$ cat config.mk
export PLATFORM = sky130hd
export DESIGN_NAME = updn_chain
export DESIGN_NICKNAME = d
export VERILOG_FILES = /design/src/rtl/updn_pkg.sv /design/src/rtl/updn_term.sv /design/src/rtl/updn_stage.sv /design/src/rtl/updn_chain.sv
export SDC_FILE = /design/constraint.sdc
export NUM_CORES = 1
export LEC_CHECK = 0
export BUFFER_PORTS_ARGS = -buffer_cell sky130_fd_sc_hd__buf_2
export CAP_MARGIN = 20
export CORE_MARGIN = 8
export CORE_UTILIZATION = 48
export CTS_BUF_LIST = sky130_fd_sc_hd__clkbuf_4 sky130_fd_sc_hd__clkbuf_8 sky130_fd_sc_hd__clkbuf_16
export CTS_CLUSTER_SIZE = 10
export DETAILED_ROUTE_END_ITERATION = 6
export PLACE_DENSITY = 0.77
export SETUP_SLACK_MARGIN = 0.5
export SLEW_MARGIN = 20
export SYNTH_ARGS = -nofsm -noshare
export SYNTH_HDL_FRONTEND = slang
export SYNTH_HIERARCHICAL = 1
export SYNTH_SLANG_ARGS = --single-unit
$ cat constraint.sdc
create_clock -name clk -period 3.2 [get_ports clk]
set_input_delay 0.64 -clock clk [delete_from_list [all_inputs] [get_ports clk]]
set_output_delay 0.64 -clock clk [all_outputs]
set_load 0.1 [all_outputs]
$ cat src/rtl/updn_pkg.sv
// Package: shared operation type and the control decode for one counter slice.
// Assumes active-low load and enables; load outranks counting.
package updn_pkg;

    typedef enum logic [1:0] {
        OP_HOLD = 2'd0,
        OP_LOAD = 2'd1,
        OP_INC  = 2'd2,
        OP_DEC  = 2'd3
    } op_e;

    // Picks the edge action from the control levels (load first, then both enables).
    function automatic op_e pick_op(input logic ld_n, input logic p_n,
                                    input logic t_n, input logic up);
        if (!ld_n)
            return OP_LOAD;
        else if (!p_n && !t_n)
            return up ? OP_INC : OP_DEC;
        else
            return OP_HOLD;
    endfunction

endpackage

$ cat src/rtl/updn_term.sv
// Module: terminal-count detector for one slice.
// Drives an active-low flag when the chain enable is low and the count sits at
// the end value for the current direction (all ones up, all zeros down).
// Purely combinational; assumes cnt comes straight from the slice register.
module updn_term #(
    parameter int DIG_W = 4
) (
    input  logic [DIG_W-1:0] cnt,
    input  logic             up,
    input  logic             en_t_n,
    output logic             tc_n
);

    logic at_end;

    // Selects the end value that matches the direction.
    always_comb at_end = up ? (&cnt) : ~(|cnt);

    // Gates the end-of-range flag with the chain enable.
    always_comb tc_n = ~(~en_t_n & at_end);

endmodule

$ cat src/rtl/updn_stage.sv
// Module: one presettable up/down counter slice.
// Every state change happens on the rising edge; reset is synchronous and
// active-low and outranks load, and load outranks counting.
// Assumes the inputs meet setup and hold around the edge.
module updn_stage
    import updn_pkg::*;
#(
    parameter int DIG_W = 4
) (
    input  logic             clk,
    input  logic             rst_n,
    input  logic             en_p_n,
    input  logic             en_t_n,
    input  logic             ld_n,
    input  logic             up,
    input  logic [DIG_W-1:0] d,
    output logic [DIG_W-1:0] q,
    output logic             tc_n
);

    localparam logic [DIG_W-1:0] ONE = DIG_W'(1);

    op_e              op;
    logic [DIG_W-1:0] cnt;

    // Decodes the control levels into one edge action.
    always_comb op = pick_op(ld_n, en_p_n, en_t_n, up);

    // Updates the slice register on the rising edge.
    always_ff @(posedge clk) begin
        if (!rst_n)
            cnt <= '0;
        else begin
            case (op)
                OP_LOAD: cnt <= d;
                OP_INC:  cnt <= cnt + ONE;
                OP_DEC:  cnt <= cnt - ONE;
                default: cnt <= cnt;
            endcase
        end
    end

    // Brings the register out.
    always_comb q = cnt;

    updn_term #(.DIG_W(DIG_W)) u_term (
        .cnt    (cnt),
        .up     (up),
        .en_t_n (en_t_n),
        .tc_n   (tc_n)
    );


    rst_clear_chk: assert property (@(posedge clk) !rst_n |=> q == '0);


    load_take_chk: assert property (@(posedge clk) disable iff (!rst_n)
        !ld_n |=> q == $past(d));


    hold_keep_chk: assert property (@(posedge clk) disable iff (!rst_n)
        (ld_n && (en_p_n || en_t_n)) |=> $stable(q));


    up_step_chk: assert property (@(posedge clk) disable iff (!rst_n)
        (ld_n && !en_p_n && !en_t_n && up) |=> q == DIG_W'($past(q) + ONE));


    down_step_chk: assert property (@(posedge clk) disable iff (!rst_n)
        (ld_n && !en_p_n && !en_t_n && !up) |=> q == DIG_W'($past(q) - ONE));


    carry_gate_chk: assert property (@(posedge clk) disable iff (!rst_n)
        !tc_n |-> (!en_t_n && (q == '0 || q == '1)));

endmodule

$ cat src/rtl/updn_chain.sv
// Module: top level that chains STAGES slices into one wide up/down counter.
// Each slice's terminal-count output feeds the next slice's chain enable; the
// shared enable, load and direction go to every slice.
// Assumes STAGES >= 1; the chain's carry leaves from the last slice.
module updn_chain #(
    parameter int STAGES = 2,
    parameter int DIG_W  = 4
) (
    input  logic                      clk,
    input  logic                      rst_n,
    input  logic                      cnt_en_n,
    input  logic                      chain_en_n,
    input  logic                      load_n,
    input  logic                      dir_up,
    input  logic [STAGES*DIG_W-1:0]   din,
    output logic [STAGES*DIG_W-1:0]   q,
    output logic                      carry_n
);

    localparam int W = STAGES * DIG_W;
    localparam logic [W-1:0] ONE_W = W'(1);

    logic [STAGES:0] t_link;

    // Feeds the external chain enable into slice 0.
    always_comb t_link[0] = chain_en_n;

    for (genvar g = 0; g < STAGES; g++) begin : g_slice
        updn_stage #(.DIG_W(DIG_W)) u_stage (
            .clk    (clk),
            .rst_n  (rst_n),
            .en_p_n (cnt_en_n),
            .en_t_n (t_link[g]),
            .ld_n   (load_n),
            .up     (dir_up),
            .d      (din[g*DIG_W +: DIG_W]),
            .q      (q[g*DIG_W +: DIG_W]),
            .tc_n   (t_link[g+1])
        );
    end

    // Takes the chain carry from the last slice.
    always_comb carry_n = t_link[STAGES];


    wide_up_chk: assert property (@(posedge clk) disable iff (!rst_n)
        (load_n && !cnt_en_n && !chain_en_n && dir_up) |=> q == W'($past(q) + ONE_W));


    wide_down_chk: assert property (@(posedge clk) disable iff (!rst_n)
        (load_n && !cnt_en_n && !chain_en_n && !dir_up) |=> q == W'($past(q) - ONE_W));


    wide_carry_chk: assert property (@(posedge clk) disable iff (!rst_n)
        !carry_n |-> (dir_up ? (q == '1) : (q == '0)));

endmodule

==> results.cfg, run 1 <==
[floorplanning]
die_h_um = 53.7
dieArea_um2 = 2880
placementRows = 13
start_util_pct = 51.7
die_w_um = 53.7
design.core.area_um2 = 1320
ios = 23

[synthesis]
synthAdderAreaFrac_pct = 3.68
synth_xor_area_share_pct = 5.15
syn_area_per_cell_um2 = 8.30
synthSimpleGateAreaFrac_pct = 46.3
yosysSeqAreaShare_pct = 23.5
postSynth.asyncResetShare_pct = 0
ys.flop_type = dfxtp_1
synth_top_family_by_area = simple AND/OR/NAND/NOR gates
ys_ff_latch = 8
synth_nets = 98
synthMuxAreaShare_pct = 0
yosys_warnings = 6
synthCells = 82
synth-compound-area-share_pct = 19.1
syn-cell-area_um2 = 681
ys_types = 29
synth_edf_count = 0

[route]
first_pass_iters = 4
drtIter0Drc = 14
wire_per_inst_um = 13.8
viasPerCell = 5.86
routed_wl_mm = 1.67
antenna_left = 0
route.vias.total = 709
drc = 0

[placement]
pre_cts_slack_ps = 496
gp_congestion = 0.836
port_buffers = 22
dp.final_hpwl_mm = 1.29

[worst_setup_path]
cp-end-kind = primary output
crit_family = buffers and inverters
path_buf_inv = 2
worstPathArrival_ps = 1900
r2r_start = g_slice[0].u_stage/q[1]
crit_fanout = 14
max_stage_delay_ps = 440
slowest_stage = buf_2
cp_cell_sequence = buf_2 -> nor2_1 -> a22oi_1 -> nor2_1 -> a22oi_2 -> buf_2
critical_path_class = input port to primary output
cp-start-kind = input port
crit_path_start = dir_up
cp.required_ps = 2560

[cells_and_area]
nNetsFinal = 123
final_cell_mix = buf_2, nor2_1, nand3_1, dfxtp_2
drive_above_1_share_pct = 40.6
post-route-util_pct = 64.7
largest_register_ffs = 8
area_growth_pct = 25.2
diodes = 0
layout_commonest_cell = buf_2

[timing]
tns_ps = 0
clock.fmax_mhz = 393
post-route-period-util_pct = 79.5
rsz0062_at_grt = false
finalHoldViolCount = 0
setup_violations = 0
tightest_slew_ps = 487
fin_crit_ps = 2540
max_slew_margin_pct = 67.7
layout_setup_ws_ps = 656
finalMaxSlewViolations = 0
finClkSkew_ps = 7.70

[clocking]
cts_buffers = 3
clkTransAtPathRegs_ps = 70
cts_tree = done
holdBufCountCts = 0
cts_max_path_buffers = 2
cts_resized = 0
cts_sinks = 8
clock-root-buffer = clkbuf_4
htreeDepth = 1
post_cts_buffers = 0
clock_latency_ps = 260

[worst_hold_path]
hold_start = g_slice[0].u_stage/q[1]
hp-class = flop to flop

[global_routing]
grt_start_max_net_pins = 27
grt_pass1_vias = 586
grt_usage_pct = 12.3
antenna_found_initial = 0
overflow = 0
grt_pass1_wl_mm = 2.71

[pwr]
ir_drop_v = 0.000234
power_density_nw_per_um2 = 421
p_leak_nw = 0.371

[run]
drv_cap = 0

[status]
outcome = complete, no violations
tightest hold or removal path, cell delays in order, from the launching register on:
cell      delay [ps]
dfxtp_4          370
nand2_1           60
a311oi_1          80
cell usage after synthesis, types with 4 or more instances:
master	count	area, µm²
and3b_1	4	35.0
dfxtp_1	8	160
a41oi_1	4	35.0
nand2_1	4	15.0
nor2_1	8	30.0
nor2b_1	4	25.0
nand3_1	6	30.0
final timing paths:
path | endpoint | cells past startpoint | slack (ps)
worst max-delay path | carry_n | 6 | 660
worst min-delay path | g_slice[0].u_stage/q[1] | 2 | 550
worst max register to register | g_slice[1].u_stage/q[2] | 9 | 830
worst min register to register | g_slice[0].u_stage/q[1] | 2 | 550
cells by family (layout without fill, tap and decap cells):
group,after synthesis,in the layout
compound gates,14,14
xor+xnor,4,4
fa+ha+maj,2,2
buf+inv,4,28
flops,8,8
simple gates,50,50
per-layer routing:
| layer | track usage [%] | wire, µm |
|---|---|---|
| met5 | 0 | 0 |
| met4 | 5.04 | 13 |
| met3 | 2.48 | 90 |
| met2 | 17.6 | 726 |
| met1 | 17.2 | 841 |
through the flow:
stage                     hold WS (ps)  power, mW  cell area, µm²  std cells
after global routing               571      0.379             852        121
after floorplan                    653      0.233             701         82
after detailed placement           544      0.265             822        117
after CTS                          553      0.364             852        121
final                              550      0.359             852        121
after global placement             537      0.263             822        117
report_power, final:
part / internal (mW) / leakage (nW) / switching [mW] / total [mW]
registers: 0.110 / 0.0695 / 0.0173 / 0.127
logic: 0.0366 / 0.283 / 0.0983 / 0.135
clock network: 0.0565 / 0.0184 / 0.0402 / 0.0966
total: 0.203 / 0.371 / 0.156 / 0.359
final cells by class:
cell class	instances	area [µm²]
clock buffers	4	30.0
multi-input cells	70	510
well taps	15	18.8
flip-flops and latches	8	175
inverters	2	7.51
fillers	125	465
repair buffers	22	110
Power figures use the tool's default switching activity.
==> run 2: changes to the inputs <==
--- a/config.mk
+++ b/config.mk
@@ -8,11 +8,11 @@
 export BUFFER_PORTS_ARGS = -buffer_cell sky130_fd_sc_hd__buf_2
 export CAP_MARGIN = 20
 export CORE_MARGIN = 8
-export CORE_UTILIZATION = 48
+export CORE_UTILIZATION = 43
 export CTS_BUF_LIST = sky130_fd_sc_hd__clkbuf_4 sky130_fd_sc_hd__clkbuf_8 sky130_fd_sc_hd__clkbuf_16
 export CTS_CLUSTER_SIZE = 10
 export DETAILED_ROUTE_END_ITERATION = 6
-export PLACE_DENSITY = 0.77
+export PLACE_DENSITY = 0.73
 export SETUP_SLACK_MARGIN = 0.5
 export SLEW_MARGIN = 20
 export SYNTH_ARGS = -nofsm -noshare
==> constraint.sdc (replaced) <==
create_clock -name clk -period 2.3 [get_ports clk]
set_input_delay 0.46 -clock clk [delete_from_list [all_inputs] [get_ports clk]]
set_output_delay 0.46 -clock clk [all_outputs]
set_load 0.1 [all_outputs]
==> results.cfg, run 2 (synthesis gave the netlist of run 1 again) <==
[cells_and_area]
largest_register_ffs = 8
drive_above_1_share_pct = 55.6
area_growth_pct = 48.5
diodes = 0
post-route-util_pct = 67.9
regArea_um2 = 180
finalNonFillerCells = 133
multi_input_area_um2 = 566
postLayoutCellArea_um2 = 1010
nNetsFinal = 134
final_cell_mix = buf_2, buf_4, nor2_1
layout_commonest_cell = buf_2
num-fill-cells = 122

[worst_setup_path]
cp.required_ps = 2510
cp-start-kind = flop
r2r_start = g_slice[0].u_stage/q[1]
cp-end-kind = flop
ff2ff_path_depth = 9
crit_fanout = 3
max_stage_delay_ps = 360
r2r_slack_ps = 190
worstPathArrival_ps = 2320
cp_cell_sequence = nor4_4 -> a22oi_2 -> or2_4 -> nor3b_2 -> xor2_1 -> ha_2 -> and2_4 -> or3_1 -> nand3_1
critical_path_class = flop to flop
slowest_stage = dfxtp_4
crit_path_start = g_slice[0].u_stage/q[1]
r2r-end = g_slice[1].u_stage/q[2]

[route]
wire_per_inst_um = 15.8
first_pass_iters = 4
drc = 0
drtIter0Drc = 22
antenna_left = 0
route.vias.total = 789
routed_wl_mm = 2.11
viasPerCell = 5.93

[clocking]
cts_sinks = 8
holdBufCountCts = 0
cts_tree = done
cts_buffers = 3
htreeDepth = 1
clkTransAtPathRegs_ps = 70
clock-root-buffer = clkbuf_4
clock_latency_ps = 270
cts_max_path_buffers = 2

[global_routing]
grt_usage_pct = 13.4
grt_pass1_vias = 742
overflow = 0
grt_pass1_wl_mm = 3.51
antenna_found_initial = 0
grt_start_max_net_pins = 19

[timing]
finClkSkew_ps = 1.26
finalMaxSlewViolations = 0
max_slew_margin_pct = 67.7
rsz0062_at_grt = true
tns_ps = 0
finalHoldViolCount = 0
setup_violations = 0
fin_crit_ps = 2110
tightest_slew_ps = 487
post-route-period-util_pct = 91.9
clock.fmax_mhz = 473

[worst_hold_path]
min_path_cells = 3
hp-class = input port to flop
whs_endpoint = g_slice[1].u_stage/q[0]
hold_start = din[4]

[floorplanning]
dieArea_um2 = 3110
design.core.area_um2 = 1490
ios = 23
start_util_pct = 45.7
die_h_um = 55.8
die_w_um = 55.8
placementRows = 14

[placement]
dp.final_hpwl_mm = 1.54
dpl.cell_count = 122
port_buffers = 22
gp_congestion = 0.794
placed_area_um2 = 905

[pwr]
p_leak_nw = 0.441
p_total_mw = 0.546
ir_drop_v = 0.000350
power_density_nw_per_um2 = 540

[run]
drv_cap = 0

[status]
outcome = complete, no violations
run 2: cell count changes in the layout (fill, tap and decap cells not counted), moves of 2 or more:
cell,delta
buf_4,+11
dfxtp_2,-2
dfxtp_4,+2
ha_1,-2
ha_2,+2
nor3b_1,-2
nor3b_2,+2
or2_2,-2
or2_4,+2
run 2: power breakdown:
| group | switching, mW | leakage (nW) | internal (mW) |
|---|---|---|---|
| clock network | 0.0636 | 0.0184 | 0.0791 |
| registers | 0.0226 | 0.0701 | 0.152 |
| logic | 0.154 | 0.352 | 0.0744 |
| total | 0.240 | 0.441 | 0.306 |
run 2: metrics by stage:
| step | setup slack [ps] | hold WS (ps) |
|---|---|---|
| after floorplan | -10.3 | 613 |
| after global placement | 148 | 542 |
| after detailed placement | 103 | 554 |
| after CTS | 152 | 449 |
| after global routing | 116 | 474 |
| final | 186 | 449 |
run 2: worst max-delay path, delay by kind of cell, from the launching register on:
| kind | cells | cell delay [ps] |
|---|---|---|
| and+or+nand+nor | 6 | 1270 |
| DFF | 1 | 360 |
| adders and majority gates | 1 | 200 |
| AOI/OAI and AO/OA | 1 | 120 |
| xor gates and xnor gates | 1 | 100 |
run 2: routing by layer:
metal  GRT usage, %  vias up  wire length [µm]
li1               -      395                 -
met2           21.6       24              1000
met1           15.9      367               946
met4           4.23        0                25
met5              0        -                 0
met3           5.02        3               136
run 2: worst max path at each step:
stage / end / cells after the start
3_3_place_gp: g_slice[1].u_stage/q[2] / 10
2_1_floorplan: carry_n / 4
4_1_cts: g_slice[1].u_stage/q[2] / 9
3_5_place_dp: g_slice[1].u_stage/q[2] / 10
5_1_grt: g_slice[1].u_stage/q[2] / 9
6_report: g_slice[1].u_stage/q[2] / 9
run 2: cell type report:
class / count / share of cell area [%]
Multi-Input combinational cell: 70 / 55.9
Timing Repair Buffer: 33 / 20.5
Sequential cell: 8 / 17.8
Clock buffer: 4 / 2.97
Tap cell: 16 / 1.98
Inverter: 2 / 0.743
run 2: timing repair:
action / 4_1_cts / 5_1_grt
buffers inserted: 5 / 2
pin swaps: 9 / 10
endpoints found under the hold margin: 0 / 0
resized for setup: 1 / 6
setup endpoints to repair: 3 / 4
cloned: 0 / 0
